$ cat src/rtl/flash_status_ctl.sv
module flash_status_ctl #(
  parameter int ADDR_W    = 4,
  parameter int SECT_W    = 2,
  parameter int PROG_CYC  = 8,
  parameter int ERASE_CYC = 12
) (
  input  logic              clk,
  input  logic              rst_n,
  input  logic              word_mode,
  input  logic [ADDR_W-1:0] addr,
  input  logic              addr_lsb,
  input  logic              wr_en,
  input  logic              rd_en,
  input  logic [15:0]       wdata,
  output logic [15:0]       rdata,
  output logic [15:0]       rdata_oe,
  output logic              ready
);
  localparam int WORDS = 1 << ADDR_W;
  localparam int PC_W  = $clog2(PROG_CYC + 1);
  localparam int EC_W  = $clog2(ERASE_CYC + 1);
  localparam logic [ADDR_W-1:0] UNLK_A = ADDR_W'(5);
  localparam logic [ADDR_W-1:0] UNLK_B = ADDR_W'(10);
  localparam logic [PC_W-1:0] P_LAST = PC_W'(PROG_CYC - 1);
  localparam logic [EC_W-1:0] E_LAST = EC_W'(ERASE_CYC - 1);
  localparam logic [2:0] M_READ = 3'd0, M_PROG = 3'd1, M_ERASE = 3'd2,
                         M_SUSP = 3'd3, M_SPROG = 3'd4;

  logic [2:0]        mode, step, nstep;
  logic [15:0]       mem [WORDS];
  logic [ADDR_W-1:0] p_addr;
  logic              p_lsb, p_word;
  logic [15:0]       p_data;
  logic [SECT_W-1:0] e_sect;
  logic [PC_W-1:0]   pcnt;
  logic [EC_W-1:0]   ecnt;
  logic              tog6, tog2;
  logic [7:0]        stat;
  logic [15:0]       arr;

  wire [7:0]        cmd      = wdata[7:0];
  wire [SECT_W-1:0] sect     = addr[ADDR_W-1 -: SECT_W];
  wire              at_a     = addr == UNLK_A;
  wire              at_b     = addr == UNLK_B;
  wire              in_esect = sect == e_sect;
  wire              at_paddr = addr == p_addr;
  wire              prog_on  = mode == M_PROG || mode == M_SPROG;
  wire              suspend  = mode == M_ERASE && wr_en && cmd == 8'hB0;
  wire              p_done   = prog_on && pcnt == P_LAST;
  wire              e_done   = mode == M_ERASE && !suspend && ecnt == E_LAST;
  wire              adv6     = prog_on || mode == M_ERASE;
  wire              adv2     = mode == M_ERASE || (mode == M_SUSP && in_esect) ||
                               (mode == M_SPROG && in_esect && !at_paddr);

  always_comb begin
    nstep = 3'd0;
    case (step)
      3'd0: if (at_a && cmd == 8'hAA) nstep = 3'd1;
      3'd1: if (at_b && cmd == 8'h55) nstep = 3'd2;
      3'd2: if (at_a && cmd == 8'hA0) nstep = 3'd3;
            else if (at_a && cmd == 8'h80 && mode == M_READ) nstep = 3'd4;
      3'd4: if (at_a && cmd == 8'hAA) nstep = 3'd5;
      3'd5: if (at_b && cmd == 8'h55) nstep = 3'd6;
      default: nstep = 3'd0;
    endcase
  end

  always_ff @(posedge clk or negedge rst_n) begin
    if (!rst_n) begin
      mode <= M_READ; step <= 3'd0; pcnt <= '0; ecnt <= '0;
      tog6 <= 1'b0; tog2 <= 1'b0; e_sect <= '0;
      p_addr <= '0; p_lsb <= 1'b0; p_word <= 1'b1; p_data <= '0;
    end else begin
      if (rd_en && adv6) tog6 <= ~tog6;
      if (rd_en && adv2) tog2 <= ~tog2;
      case (mode)
        M_READ, M_SUSP: if (wr_en) begin
          step <= nstep;
          if (step == 3'd3) begin
            p_addr <= addr; p_lsb <= addr_lsb; p_word <= word_mode; p_data <= wdata;
            pcnt <= '0;
            mode <= (mode == M_SUSP) ? M_SPROG : M_PROG;
          end else if (step == 3'd6 && cmd == 8'h30) begin
            e_sect <= sect; ecnt <= '0; mode <= M_ERASE;
          end else if (mode == M_SUSP && step == 3'd0 && cmd == 8'h30) begin
            mode <= M_ERASE;
          end
        end
        M_PROG, M_SPROG: if (p_done) mode <= (mode == M_SPROG) ? M_SUSP : M_READ;
                         else pcnt <= pcnt + 1'b1;
        M_ERASE: if (suspend) mode <= M_SUSP;
                 else if (e_done) mode <= M_READ;
                 else ecnt <= ecnt + 1'b1;
        default: mode <= M_READ;
      endcase
    end
  end

  always_ff @(posedge clk) begin
    if (p_done) begin
      if (p_word)     mem[p_addr]       <= p_data;
      else if (p_lsb) mem[p_addr][15:8] <= p_data[7:0];
      else            mem[p_addr][7:0]  <= p_data[7:0];
    end
    if (e_done)
      for (int i = 0; i < WORDS; i++)
        if (SECT_W'(i >> (ADDR_W - SECT_W)) == e_sect) mem[ADDR_W'(i)] <= 16'hFFFF;
  end

  assign arr = word_mode ? mem[addr]
                         : {8'h00, addr_lsb ? mem[addr][15:8] : mem[addr][7:0]};

  always_comb begin
    case (mode)
      M_PROG:  stat = {~p_data[7], tog6, 3'b000, 1'b1, 2'b00};
      M_ERASE: stat = {1'b0, tog6, 3'b000, tog2, 2'b00};
      M_SUSP:  stat = {1'b1, 1'b1, 3'b000, tog2, 2'b00};
      default: stat = {~p_data[7], tog6, 3'b000, (at_paddr || !in_esect) ? 1'b1 : tog2, 2'b00};
    endcase
  end

  assign rdata    = (mode == M_READ || (mode == M_SUSP && !in_esect)) ? arr : {8'h00, stat};
  assign rdata_oe = !rd_en ? 16'h0000 : (word_mode ? 16'hFFFF : 16'h00FF);
  assign ready    = rst_n && !(prog_on || mode == M_ERASE);
endmodule

$ cat config.mk
export PLATFORM = sky130hd
export DESIGN_NAME = flash_status_ctl
export DESIGN_NICKNAME = d
export VERILOG_FILES = /design/src/rtl/flash_status_ctl.sv
export SDC_FILE = /design/constraint.sdc
export NUM_CORES = 1
export LEC_CHECK = 0
export ABC_AREA = 1
export BUFFER_PORTS_ARGS = -buffer_cell sky130_fd_sc_hd__buf_2
export CORE_MARGIN = 3
export CORE_UTILIZATION = 45
export CTS_CLUSTER_DIAMETER = 30
export DETAILED_ROUTE_END_ITERATION = 10
export GPL_TIMING_DRIVEN = 0
export MAX_ROUTING_LAYER = met4
export SETUP_SLACK_MARGIN = 0.15
export SLEW_MARGIN = 25
export SYNTH_ARGS = -nofsm -noshare
export SYNTH_HDL_FRONTEND = slang
export SYNTH_SLANG_ARGS = --single-unit
$ cat constraint.sdc
create_clock -name clk -period 3.3 [get_ports clk]
set_input_delay 0.165 -clock clk [delete_from_list [all_inputs] [get_ports clk]]
set_output_delay 0.165 -clock clk [all_outputs]
set_load 0.05 [all_outputs]
==> summary.md <==
| Metric | Value |
|---|---|
| Total number of vias | 15,575 |
| Global-route wire length before repair | 83,400 µm |
| Port Buf Inserts | 55 |
| Worst hold path class | in2reg |
| Met3 track demand over resource in global routing | 6.52% |
| Avg Vias per Cell | 5.37 |
| Total DRC errors in the routed layout | 0 |
| Worst vdd ir | 0.000549 V |
| I/O pin cnt | 59 |
| Crit Path Class | in2out |
| Power density relative to cell area | 680 nW/µm² |
| Pwr Total | 12,900 µW |
| # H-tree levels | 3 |
| Cell area after placement | 15,900 µm² |
| Worst R2R Setup Slack | 1.03 ns |
| Hold Crit Endpoint | step[0] |
| DRC violation total after the first TritonRoute iteration | 1,521 |
| GRT busiest layer | met2 |
| Crit path DAT | 2.94 ns |
| Clock tree root buffer cell | clkbuf_16 |
| TritonCTS buffer count | 79 |
| Yosys synthesis warning count | 0 |
| Initial antenna violation count | 0 |
| Clock network fraction of total power | 61.8% |
| Final Hold Fails | 0 |
| Rel. slew slack | 36.7% |
| Met2 routing resource usage after global routing | 47.8% |
| Die height | 189 µm |
| Antenna viol nets, final | 0 |
| MaxCap Viol Count | 0 |
| Synthesis-to-finish area growth | 25.6% |
| Worst-path maximum fanout | 10 |
| Post-Syn Nets | 2,271 |
| Initial standard-cell utilization of the core | 46.0% |
| Design area | 18,900 µm² |
| Launch instance of the worst register-to-register path | pcnt[0] |
| Final clock skew | 0.0180 ns |
| Die ar. | 35,800 µm² |
| WP data required | 3.13 ns |
| CP Launch Type | primary input |
| Dominant register cell in the synthesized netlist | dfxtp_1 |
| Cell area after synthesis | 15,100 µm² |
| Fmax | 322 MHz |
| Internal Dissipation | 9510 µW |
| Gate count of the mapped netlist | 2,243 |
| Avg WL per Cell | 18.6 µm |
| Hold-critical path depth | 4 |
| Number of global-route vias before repair | 14,716 |
| Routed wire length | 54,000 µm |
| Max-slew violation count | 0 |
| Flop and latch count out of synthesis | 296 |
| Total number of nets in the final design | 2,428 |
| Sink Count | 296 |
| Leakage component of the power | 0.00949 µW |
| Sequential-to-total area share from yosys stat | 40.6% |
| Kind of end point of the critical path | output pin |
| Count of inserted antenna diode cells | 0 |
| Post-route minimum period | 3.11 ns |
| Placement row count | 66 |
| Clock latency reported for the late side of the worst-skew pair | 0.60 ns |
| Number of buffers between clock root and the deepest sink | 3 |
| Worst setup timing slack at the placement stage | 0.527 ns |
| Aggregate global routing overflow | 0 |
| Gr usage total | 30.9% |
| Slew at the pin with the worst max-slew slack | 0.949 ns |
| Layout Utilization | 57.8% |
| Final setup viols | 0 |
| Outcome | finished clean |
| Pin count of the biggest net entering global routing | 42 |
| Final period utilization | 94.2% |
| Global routing usage on met1 | 39.7% |
| Flop pwr share | 28.6% |
| Chip Width | 189 µm |
| Endpoint of the lowest-slack register-to-register path | mem[2][14] |
| Sw power | 3380 µW |
| Detailed-placement wirelength estimate | 37,600 µm |
| CTS tree | yes |
| Worst r2r path cells | 10 |
| RePlAce Congestion | 0.939 |
| Worst min-delay path startpoint | wr_en |
| Final setup slack of the worst path | 0.191 ns |
| Proportion of layout cells with a drive suffix above 1 | 14.4% |
| Switching Fraction | 26.2% |
| Async set-reset flop share out of synthesis | 13.5% |
| Unrepaired setup endpoints after global routing | false |
| Mean area per synthesized cell | 6.73 µm² |
| Number of distinct library cell variants in the gate-level netlist after synthesis | 42 |
| Total iterations of the first detailed-routing run | 7 |
| Layout fillers | 3,155 |
| Core box area | 32,800 µm² |
| Combinational share of power | 9.6% |
| Number of synthesized flops with an enable pin | 0 |
| Clock edge transition at the registers on the reported setup and hold paths | 0.04 ns |
| Start point of the critical path | addr[3] |
| Setup_tns | 0 ns |
-- registers in the layout, indices dropped and copies added (netlist names) --
name and count:
tog2 1, p_addr 4, p_lsb 1, mode 3
mem 256, e_sect 2, pcnt 4, step 3
p_word 1, tog6 1, ecnt 4, p_data 16
-- worst max-delay path by stage --
| stage | endpoint | slack (ns) | cells after the start |
|---|---|---|---|
| 6_report | rdata[4] | 0.19 | 9 |
| 3_5_place_dp | rdata[4] | 0.53 | 10 |
| 2_1_floorplan | rdata[11] | 1.10 | 7 |
| 3_3_place_gp | rdata[0] | 0.55 | 10 |
| 5_1_grt | rdata[8] | 0.17 | 8 |
| 4_1_cts | rdata[8] | 0.27 | 8 |
-- per-layer routing --
metal	part of all wire (%)	up-vias
met5	0	-
li1	-	7489
met3	8.7	140
met1	43	7265
met4	3.7	0
met2	45	681
-- worst max-delay path, stage by stage --
cell and delay (ns):
dlygate4sd3_1 0.52, buf_2 0.19, nor2_2 0.50, clkbuf_1 0.56
nand2_1 0.11, nand2_1 0.18, nor3_1 0.13, nor2_1 0.25
buf_2 0.32
-- stage by stage --
stage / std cells / hold slack [ns]
6_report: 2902 / 0.0205
5_1_grt: 2902 / 0.0516
4_1_cts: 2902 / 0.00192
3_5_place_dp: 2740 / 0.366
3_3_place_gp: 2740 / 0.359
2_1_floorplan: 2243 / -0.131
-- cell type report --
cell class | count | area (µm²) | area share (%)
timing repair buffer | 76 | 488 | 2.58
tap | 442 | 553 | 2.92
multi-input combinational | 1634 | 7410 | 39.1
clock inverter | 29 | 474 | 2.50
inverter | 169 | 634 | 3.35
sequential | 296 | 6130 | 32.3
clock buffer | 112 | 2330 | 12.3
buffer | 144 | 922 | 4.87
-- layout by cell type (no fill, tap or decap), drive strengths merged --
master       instances
clkinv              21
clkbuf             150
inv                165
bufinv               8
dfstp                1
o21bai               1
nor3b                1
o211ai               2
dlygate4sd3         21
dfxtp              256
nor3                 9
nor2               359
nand2              633
xnor2                6
o32ai                1
xor2                 2
nor4                 2
nand4                7
o21ai              115
or2                  8
clkinvlp             4
a21oi              150
dfrtp               39
nand3              333
buf                161
nand3b               3
ha                   2
-- Yosys cell counts, types with 3 or more instances --
master,n,area share (%)
a21oi_1,150,5.0
buf_1,3,0.075
buf_2,47,1.6
buf_4,33,1.6
buf_6,19,1.4
clkbuf_1,37,0.92
clkinv_1,9,0.22
dfrtp_1,39,6.5
dfxtp_1,256,34
inv_1,146,3.6
inv_2,14,0.35
nand2_1,620,15
nand2_4,12,0.90
nand3_1,326,11
nand3_2,3,0.20
nand3_4,4,0.46
nand4_1,7,0.29
nor2_1,337,8.4
nor2_2,10,0.41
nor2_8,10,1.3
nor3_1,9,0.30
o21ai_0,113,3.7
or2_2,6,0.25
xnor2_1,6,0.35
-- power by group through the flow --
stage	Clock [µW]	Sequential [µW]	Combinational, µW
3_3_place_gp	0	3750	1180
6_report	7960	3690	1240
5_1_grt	8220	3690	1340
4_1_cts	8020	3690	1220
2_1_floorplan	0	3740	828
3_5_place_dp	0	3750	1190
-- cell families after synthesis --
family	after synthesis	synth area share [%]
AND/OR/NAND/NOR	1355	39.3
XOR/XNOR	8	0.464
AO/OA/AOI/OAI	269	9.10
buffers and inverters	313	10.3
adder cells (fa/ha/maj)	2	0.166
flip-flops	296	40.6
-- repair_timing --
action                                 in CTS  in global routing
buffers inserted                            0                  0
endpoints found under the hold margin      62                  0
setup endpoints to repair                   8                  0
hold buffers                               21                  0
resized for setup                           2                  0
No activity file was read; power rests on OpenSTA's default activity.
